<file path="config.mk">
export PLATFORM = sky130hd
export DESIGN_NAME = pad_clamp_seq
export DESIGN_NICKNAME = d
export VERILOG_FILES = /design/src/rtl/pcs_pkg.sv /design/src/rtl/pcs_use_counter.sv /design/src/rtl/pcs_step_timer.sv /design/src/rtl/pcs_seq_fsm.sv /design/src/rtl/pad_clamp_seq.sv
export SDC_FILE = /design/constraint.sdc
export NUM_CORES = 1
export LEC_CHECK = 0
export CAP_MARGIN = 25
export CORE_MARGIN = 2
export CORE_UTILIZATION = 53
export CTS_CLUSTER_DIAMETER = 200
export DETAILED_ROUTE_END_ITERATION = 10
export DONT_BUFFER_PORTS = 1
export PLACE_DENSITY_LB_ADDON = 0.08
export SLEW_MARGIN = 5
export SYNTH_ARGS = -nofsm -noshare
export SYNTH_HDL_FRONTEND = slang
export SYNTH_SLANG_ARGS = --single-unit
</file>
<file path="constraint.sdc">
create_clock -name clk -period 3.7 [get_ports clk]
set_input_delay 0.74 -clock clk [delete_from_list [all_inputs] [get_ports clk]]
set_output_delay 0.74 -clock clk [all_outputs]
set_load 0.02 [all_outputs]
</file>
<file path="src/rtl/pcs_pkg.sv">
package pcs_pkg;
  localparam int WORD_W    = 32;
  localparam int VDOWN_BIT = 31;
  localparam int EARLY_BIT = 30;
  localparam int MAIN_BIT  = 29;

  typedef enum logic [2:0] {
    ST_OFF = 3'd0,
    ST_UP1 = 3'd1,
    ST_UP2 = 3'd2,
    ST_ON  = 3'd3,
    ST_DN1 = 3'd4,
    ST_DN2 = 3'd5
  } pcs_state_e;

  typedef struct packed {
    logic vdown;
    logic early;
    logic main;
  } pcs_ctl_t;

  localparam pcs_ctl_t CTL_ALL_ON = '{vdown: 1'b1, early: 1'b1, main: 1'b1};
endpackage

</file>
<file path="src/rtl/pcs_use_counter.sv">
module pcs_use_counter #(
  parameter int CNT_W = 4
) (
  input  logic             clk,
  input  logic             rst_n,
  input  logic             acc_up_i,
  input  logic             acc_dn_i,
  output logic [CNT_W-1:0] cnt_o,
  output logic             wake_o,
  output logic             sleep_o,
  output logic             err_o
);
  localparam logic [CNT_W-1:0] CNT_MAX = '1;
  localparam logic [CNT_W-1:0] CNT_ONE = CNT_W'(1);

  logic [CNT_W-1:0] cnt_q, cnt_d;
  logic             cnt_en;
  logic             err_q, err_d;

  // refused requests only raise the error; the count stays as it was
  always_comb begin
    cnt_d   = cnt_q;
    err_d   = 1'b0;
    wake_o  = 1'b0;
    sleep_o = 1'b0;
    if (acc_up_i) begin
      if (cnt_q == CNT_MAX) begin
        err_d = 1'b1;
      end else begin
        cnt_d  = cnt_q + CNT_ONE;
        wake_o = (cnt_q == '0);
      end
    end else if (acc_dn_i) begin
      if (cnt_q == '0) begin
        err_d = 1'b1;
      end else begin
        cnt_d   = cnt_q - CNT_ONE;
        sleep_o = (cnt_q == CNT_ONE);
      end
    end
  end

  assign cnt_en = acc_up_i | acc_dn_i;

  always_ff @(posedge clk or negedge rst_n) begin
    if (!rst_n) begin
      cnt_q <= '0;
    end else if (cnt_en) begin
      cnt_q <= cnt_d;
    end
  end

  always_ff @(posedge clk or negedge rst_n) begin
    if (!rst_n) begin
      err_q <= 1'b0;
    end else begin
      err_q <= err_d;
    end
  end

  assign cnt_o = cnt_q;
  assign err_o = err_q;
endmodule

</file>
<file path="src/rtl/pcs_step_timer.sv">
module pcs_step_timer #(
  parameter int STEP_DLY = 100
) (
  input  logic clk,
  input  logic rst_n,
  input  logic clr_i,
  input  logic run_i,
  input  logic tick_i,
  output logic done_o
);
  localparam int            TW   = $clog2(STEP_DLY + 1);
  localparam logic [TW-1:0] LAST = TW'(STEP_DLY - 1);

  logic [TW-1:0] tcnt_q, tcnt_d;
  logic          tcnt_en;

  assign done_o  = run_i & tick_i & (tcnt_q == LAST);
  assign tcnt_en = clr_i | (run_i & tick_i);

  always_comb begin
    if (clr_i || done_o) begin
      tcnt_d = '0;
    end else begin
      tcnt_d = tcnt_q + TW'(1);
    end
  end

  always_ff @(posedge clk or negedge rst_n) begin
    if (!rst_n) begin
      tcnt_q <= '0;
    end else if (tcnt_en) begin
      tcnt_q <= tcnt_d;
    end
  end
endmodule

</file>
<file path="src/rtl/pcs_seq_fsm.sv">
module pcs_seq_fsm
  import pcs_pkg::*;
(
  input  logic     clk,
  input  logic     rst_n,
  input  logic     wake_i,
  input  logic     sleep_i,
  input  logic     step_done_i,
  output pcs_ctl_t ctl_o,
  output logic     busy_o,
  output logic     step_clr_o
);
  pcs_state_e state_q, state_d;
  pcs_ctl_t   ctl_q, ctl_d;

  // power-up releases main, early, vdown; power-down applies them reversed
  always_comb begin
    state_d = state_q;
    ctl_d   = ctl_q;
    unique case (state_q)
      ST_OFF: if (wake_i) begin
        state_d    = ST_UP1;
        ctl_d.main = 1'b0;
      end
      ST_UP1: if (step_done_i) begin
        state_d     = ST_UP2;
        ctl_d.early = 1'b0;
      end
      ST_UP2: if (step_done_i) begin
        state_d     = ST_ON;
        ctl_d.vdown = 1'b0;
      end
      ST_ON: if (sleep_i) begin
        state_d     = ST_DN1;
        ctl_d.vdown = 1'b1;
      end
      ST_DN1: if (step_done_i) begin
        state_d     = ST_DN2;
        ctl_d.early = 1'b1;
      end
      ST_DN2: if (step_done_i) begin
        state_d    = ST_OFF;
        ctl_d.main = 1'b1;
      end
      default: begin
        state_d = ST_OFF;
        ctl_d   = CTL_ALL_ON;
      end
    endcase
  end

  always_ff @(posedge clk or negedge rst_n) begin
    if (!rst_n) begin
      state_q <= ST_OFF;
      ctl_q   <= CTL_ALL_ON;
    end else begin
      state_q <= state_d;
      ctl_q   <= ctl_d;
    end
  end

  assign busy_o     = (state_q == ST_UP1) || (state_q == ST_UP2) ||
                      (state_q == ST_DN1) || (state_q == ST_DN2);
  assign step_clr_o = wake_i | sleep_i;
  assign ctl_o      = ctl_q;
endmodule

</file>
<file path="src/rtl/pad_clamp_seq.sv">
module pad_clamp_seq
  import pcs_pkg::*;
#(
  parameter int CNT_W    = 4,
  parameter int STEP_DLY = 100
) (
  input  logic              clk,
  input  logic              rst_n,
  input  logic              us_tick_i,
  input  logic              up_req_i,
  input  logic              dn_req_i,
  output logic              req_ready_o,
  output logic              busy_o,
  output logic              err_o,
  output logic [CNT_W-1:0]  users_o,
  output logic              vdown_o,
  output logic              early_clamp_o,
  output logic              main_clamp_o,
  output logic [WORD_W-1:0] ctrl_word_o
);
  logic     acc_up, acc_dn;
  logic     wake, sleep, step_done, step_clr, busy;
  pcs_ctl_t ctl;

  assign req_ready_o = ~busy;
  assign acc_up      = req_ready_o & up_req_i & ~dn_req_i;
  assign acc_dn      = req_ready_o & dn_req_i & ~up_req_i;

  pcs_use_counter #(.CNT_W(CNT_W)) u_cnt (
    .clk      (clk),
    .rst_n    (rst_n),
    .acc_up_i (acc_up),
    .acc_dn_i (acc_dn),
    .cnt_o    (users_o),
    .wake_o   (wake),
    .sleep_o  (sleep),
    .err_o    (err_o)
  );

  pcs_step_timer #(.STEP_DLY(STEP_DLY)) u_tmr (
    .clk    (clk),
    .rst_n  (rst_n),
    .clr_i  (step_clr),
    .run_i  (busy),
    .tick_i (us_tick_i),
    .done_o (step_done)
  );

  pcs_seq_fsm u_fsm (
    .clk         (clk),
    .rst_n       (rst_n),
    .wake_i      (wake),
    .sleep_i     (sleep),
    .step_done_i (step_done),
    .ctl_o       (ctl),
    .busy_o      (busy),
    .step_clr_o  (step_clr)
  );

  assign busy_o        = busy;
  assign vdown_o       = ctl.vdown;
  assign early_clamp_o = ctl.early;
  assign main_clamp_o  = ctl.main;

  always_comb begin
    ctrl_word_o            = '0;
    ctrl_word_o[VDOWN_BIT] = ctl.vdown;
    ctrl_word_o[EARLY_BIT] = ctl.early;
    ctrl_word_o[MAIN_BIT]  = ctl.main;
  end
endmodule

</file>
* Yosys cells after proc, flatten, opt, wreduce, memory -nomap -nowiden *
Index checks and enable logic that the tools add are counted.

storage, ports and cells
  bits of input ports = 5
  register bits after elaboration = 18
  word-level logic and storage cells = 84
  output and inout port bits = 42

operators by class
  mux-type cells = 28
  reductions and logical operators = 15
  $add $sub $neg = 3
  equal/unequal tests = 16
  bitwise gates (word level) = 15

operators by type and width
  operator                                                             count
  3-bit two-way mux                                                    6
  3-bit one-hot mux with 6 select lines                                1
  4-bit two-way mux                                                    4
  1-bit two-way mux                                                    13
  4-bit OR reduction                                                   3
  2-bit != test (second input constant)                                5
  1-bit one-hot mux with 3 select lines                                3
  3-bit AND reduction                                                  3
  7-bit by 1-bit adder with 7-bit output (second input constant)       1
  7-bit == test (second input constant)                                1
  7-bit two-way mux                                                    1
  1-bit bitwise AND                                                    6
  3-bit by 2-bit == test with 1-bit output (second input constant)     2
  3-bit == test (second input constant)                                2
  2-bit by 1-bit != test with 1-bit output (second input constant)     3
  1-bit NOT                                                            6
  6-bit AND reduction                                                  1
  4-bit by 1-bit adder with 4-bit output (second input constant)       1
  4-bit by 1-bit == test with 1-bit output (second input constant)     1
  4-bit == test (second input constant)                                1
  4-bit logical NOT                                                    1
  1-bit logical OR                                                     4
  4-bit AND reduction                                                  1
  4-bit by 1-bit subtractor with 4-bit output (second input constant)  1
  other kinds (4)                                                      6

* Logic depth before layout (Yosys ltp) *
  word-level depth = 12
  mapped depth = 8
  gate-level depth less buffers = 7

* Modules after synthesis *
A second synthesis with hierarchy kept.

second synthesis, totals
  cells, all modules = 154
  area, all modules = 1,397.6 µm²

by module, submodules not included
  module           cells an instance  area an instance (µm²)  sequential area each (µm²)  instances
  pcs_step_timer   48                 445.4                   175.2                       1
  pcs_seq_fsm      37                 357.8                   153.9                       1
  pcs_use_counter  33                 331.6                   125.1                       1
  pad_clamp_seq    36                 262.8                   0.0                         1

* Least setup slack after synthesis *
No wires, ideal clock.

  path type = reg2reg
  from = reg u_cnt.cnt_q[0], in the netlist u_cnt.cnt_o[0]
  to = reg u_fsm.state_q[0]
  stages on the path, launching flop included = 7
  data required time = 3,562 ps
  arrival = 1,982 ps
  setup time = 138 ps
  clock period less this slack = 2,120 ps
  path slack = 1,580 ps
  buffers on the path = 0
  cells stage by stage = dfrtp_1 -> inv_1 -> ha_1 -> nand4bb_1 -> a2111oi_2 -> nor2_1 -> mux4_2

between the ends
  word-level cells in the longest chain between the ends = 6
  elaborated cells between the ends (all ways) = 11
  those cells by class = eq/ne (4); mux (5); reduce/logical (2)

RTL lines
  item                                                                           RTL line                                                             RTL
  from (decl)                                                                    pcs_use_counter.sv:16                                                logic [CNT_W-1:0] cnt_q, cnt_d;
  from (signal assigned)                                                         pcs_use_counter.sv:49                                                cnt_q <= cnt_d;
  4-bit by 1-bit == test with 1-bit output or 4-bit logical NOT (tied branches)  pcs_use_counter.sv:38, pcs_use_counter.sv:31, pcs_use_counter.sv:34
  1-bit two-way mux                                                              pcs_use_counter.sv:34                                                if (cnt_q == '0) begin
  1-bit two-way mux                                                              pcs_use_counter.sv:33                                                end else if (acc_dn_i) begin
  1-bit two-way mux                                                              pcs_use_counter.sv:26                                                if (acc_up_i) begin
  2-bit by 1-bit != test with 1-bit output (no source line)                      --
  6-bit AND reduction (no source line) (*)                                       --
  to (signal assigned)                                                           pcs_seq_fsm.sv:57                                                    state_q <= state_d;
  to (decl)                                                                      pcs_seq_fsm.sv:13                                                    pcs_state_e state_q, state_d;

Mark *: on every way between the ends. The rest lies on a longest branch, timed or not.
A chain may end at the register's enable or synchronous reset.

* Worst setup path after layout *
  from = reg u_fsm.state_q[2]
  to = out busy_o

between the ends
  word-level cells in the longest chain between the ends = 4
  elaborated cells between the ends (all ways) = 7
  those cells by class = eq/ne (4); reduce/logical (3)

RTL lines
  item                                                                                                  RTL line             RTL
  3-bit by 1-bit == test with 1-bit output or 3-bit by 2-bit == test with 1-bit output (tied branches)  pcs_seq_fsm.sv:62    assign busy_o = (state_q == ST_UP1) || (state_q == ST_UP2) ||
  1-bit logical OR (2 in series)                                                                        pcs_seq_fsm.sv:62
  1-bit logical OR (*)                                                                                  pcs_seq_fsm.sv:63    (state_q == ST_DN1) || (state_q == ST_DN2);
  to (decl)                                                                                             pad_clamp_seq.sv:13  output logic busy_o,

Marked as above.

==> flow_metrics.py <==
metrics = {
    "global_routing": {
        "overflow": 0,
        "grt_pass1_wl_mm": 3.52,
        "grt_use_total_pct": 16.8,
        "grt_pass1_vias": 800,
        "grt_max_degree": 19,
        "antenna_found_initial": 0,
    },
    "clocking": {
        "cts-resized-gates": 0,
        "cts-root-buf": "clkbuf_4",
        "clock_path_buffers": 2,
        "cts_made_buffers": 3,
        "cts_setup_buffers": 0,
        "cts_tree": "done",
        "h-tree-depth": 1,
        "clkSinkCount": 18,
        "cts_hold_buf": 0,
        "clk_pin_slew_ns": 0.11,
        "clock_latency_ns": 0.29,
    },
    "timing": {
        "fin_ws_ns": 1.35,
        "min_period_ns": 2.35,
        "rsz0062_at_grt": "false",
        "finalHoldViolCount": 0,
        "tightest_slew_ns": 0.840,
        "fin_crit_sh_pct": 63.5,
        "slew_viol_final": 0,
        "slew_headroom_pct": 43.9,
        "fin_setup_tns_ns": 0,
        "skew_ns": 0.00304,
        "finalSetupViolations": 0,
        "fmax_mhz": 426,
    },
    "synthesis": {
        "ys.flop_type": "dfrtp_1",
        "synth_top_area_share_pct": 28.2,
        "synth_edf_count": 0,
        "synth_seq_cells": 18,
        "synth_top_area_cell": "dfrtp_1",
        "synthTopCellsByArea": "dfrtp_1, buf_4, dfstp_2",
        "netlist_instances": 147,
        "seq_area_frac_synth_pct": 34.1,
        "syn_avg_cell_area_um2": 9.06,
        "synthArstFlopShare_pct": 100,
        "yosysUniqueCellTypes": 42,
        "synth_area_mm2": 0.00133,
        "yosysWarningCount": 0,
    },
    "floorplan": {
        "die_w_um": 54.1,
        "dieArea_mm2": 0.00293,
        "io-pin-count": 47,
        "num_rows": 18,
        "initial_utilization_pct": 54.8,
        "core-area_mm2": 0.00243,
        "chipHeight_um": 54.1,
    },
    "critical_path": {
        "crit_chain": "o21ai_1 > nand2_4 > inv_4",
        "crit_required_ns": 2.96,
        "crit_fanout": 14,
        "worstPathArrival_ns": 1.61,
        "crit_path_max_incr_delay_ns": 0.54,
        "r2r_end": "u_fsm.state_q[0]$_DFFE_PN0P_",
        "worst_setup_path_start_kind": "flip-flop",
        "crit_path_end_kind": "output pin",
        "ff2ff_path_depth": 6,
        "setup.worst_path.class": "flip-flop to output pin",
        "slowest_stage": "dfrtp_1",
        "timing.rr.start": "u_cnt.cnt_o[0]$_DFFE_PN0P_",
        "regToRegSetupSlack_ns": 1.44,
    },
    "run": {
        "maxCapViolCount": 0,
    },
    "pwr": {
        "finalPower_uw": 748,
        "power.density_mw_per_mm2": 603,
        "power_leakage_uw": 0.000555,
        "ir_worst_vdd_mv": 0.340,
    },
    "final_layout": {
        "drive_gt1_share_pct": 11.2,
        "antenna_cells": 0,
        "finalNetCount": 153,
        "area_delta_synth_final_pct": -6.85,
        "final_common_cell": "conb_1",
        "final_cell_mix": "conb_1, dfrtp_1, nor2_1",
        "fill_cells": 226,
    },
    "place": {
        "portBuffers": 0,
        "dp.final_hpwl_mm": 1.65,
        "place_ws_ns": 1.44,
        "finalWeightedCongestion": 0.829,
    },
    "drt": {
        "drt-wirelength-per-cell_um": 12.8,
        "finalWirelength_mm": 2.21,
        "final_antenna_net_count": 0,
        "drc": 0,
        "firstDrtPassIters": 4,
        "vias": 921,
        "routed_via_density": 5.32,
        "drt_iter0_drc": 20,
    },
    "min_path": {
        "hold_class": "input port to asynchronous set/reset pin",
    },
    "run_status": {
        "outcome": "complete, no violations",
    },
}
-- power by group --
group | switching (uW) | internal, uW | total [uW]
registers | 114 | 249 | 364
clock network | 66.0 | 59.9 | 126
logic | 156 | 103 | 259
-- worst max-delay path: cells and delay by family (launching register included) --
kind                   cells  cell delay [ns]
AOI/OAI and AO/OA          1             0.43
buffers and inverters      1             0.18
DFF                        1             0.54
and+or+nand+nor            1             0.17
-- registers in the layout, indices dropped and copies added (netlist names) --
| register | cells |
|---|---|
| u_cnt.cnt_o | 4 |
| u_cnt.err_o | 1 |
| u_fsm.ctl_o | 3 |
| u_fsm.state_q | 3 |
| u_tmr.tcnt_q | 7 |
-- through the flow --
| stage | cells | utilization, % | cell area, um2 | hold WS [ns] |
|---|---|---|---|---|
| 2_1_floorplan | 175 | - | 1440 | 0.444 |
| 3_3_place_gp | 169 | 49.5 | 1200 | 0.445 |
| 3_5_place_dp | 169 | 49.5 | 1200 | 0.445 |
| 4_1_cts | 173 | 51.0 | 1240 | 0.111 |
| 5_1_grt | 173 | 51.0 | 1240 | 0.0999 |
| 6_report | 173 | 51.0 | 1240 | 0.121 |
-- cell type report --
type | count | area [um2] | share of cell area (%)
Inverter | 4 | 17.5 | 1.41
Tap cell | 30 | 37.5 | 3.02
Sequential cell | 18 | 454 | 36.6
Multi-Input combinational cell | 117 | 696 | 56.0
Clock buffer | 4 | 36.3 | 2.92
-- worst max path at each step --
| stage | startpoint | end | slack (ns) | cells past startpoint |
|---|---|---|---|---|
| after floorplan | u_cnt.cnt_o[0]$_DFFE_PN0P_ | u_fsm.state_q[0]$_DFFE_PN0P_ | 1.58 | 6 |
| after global placement | u_cnt.cnt_o[0]$_DFFE_PN0P_ | u_fsm.state_q[0]$_DFFE_PN0P_ | 1.49 | 6 |
| after detailed placement | u_cnt.cnt_o[0]$_DFFE_PN0P_ | u_fsm.state_q[0]$_DFFE_PN0P_ | 1.44 | 6 |
| after CTS | u_fsm.state_q[2]$_DFFE_PN0P_ | busy_o | 1.33 | 3 |
| after global routing | u_fsm.state_q[2]$_DFFE_PN0P_ | busy_o | 1.25 | 3 |
| final | u_fsm.state_q[2]$_DFFE_PN0P_ | busy_o | 1.35 | 3 |
-- cell families after synthesis --
| group | Yosys count | share of synthesized area (%) |
|---|---|---|
| buffers and inverters | 40 | 21.6 |
| DFF | 18 | 34.1 |
| muxes | 2 | 2.44 |
| other | 1 | 0.281 |
| and+or+nand+nor | 51 | 21.1 |
| AOI/OAI and AO/OA | 24 | 12.1 |
| xor gates and xnor gates | 7 | 4.60 |
| adders and majority gates | 4 | 3.76 |
-- synth_stat cells, types with 2 or more instances --
cell / n
a21oi_1: 8
xor2_1: 5
and3_1: 2
nand4_1: 4
dfrtp_1: 15
or3_1: 2
dfstp_2: 3
o21ai_0: 6
ha_1: 4
clkbuf_1: 2
xnor2_1: 2
nor2_1: 12
nor2b_1: 3
buf_4: 32
inv_1: 3
a2111oi_2: 2
buf_6: 2
nand2_1: 10
nor3_1: 7
-- routing by layer --
| metal | global-route usage [%] | wire (um) | up-vias |
|---|---|---|---|
| met5 | 0 | 0 | - |
| met4 | 9.17 | 35 | 0 |
| met3 | 4.44 | 124 | 4 |
| met2 | 25.3 | 1080 | 32 |
| met1 | 21.9 | 968 | 445 |
| li1 | - | - | 440 |
No activity file was read; power rests on OpenSTA's default activity.
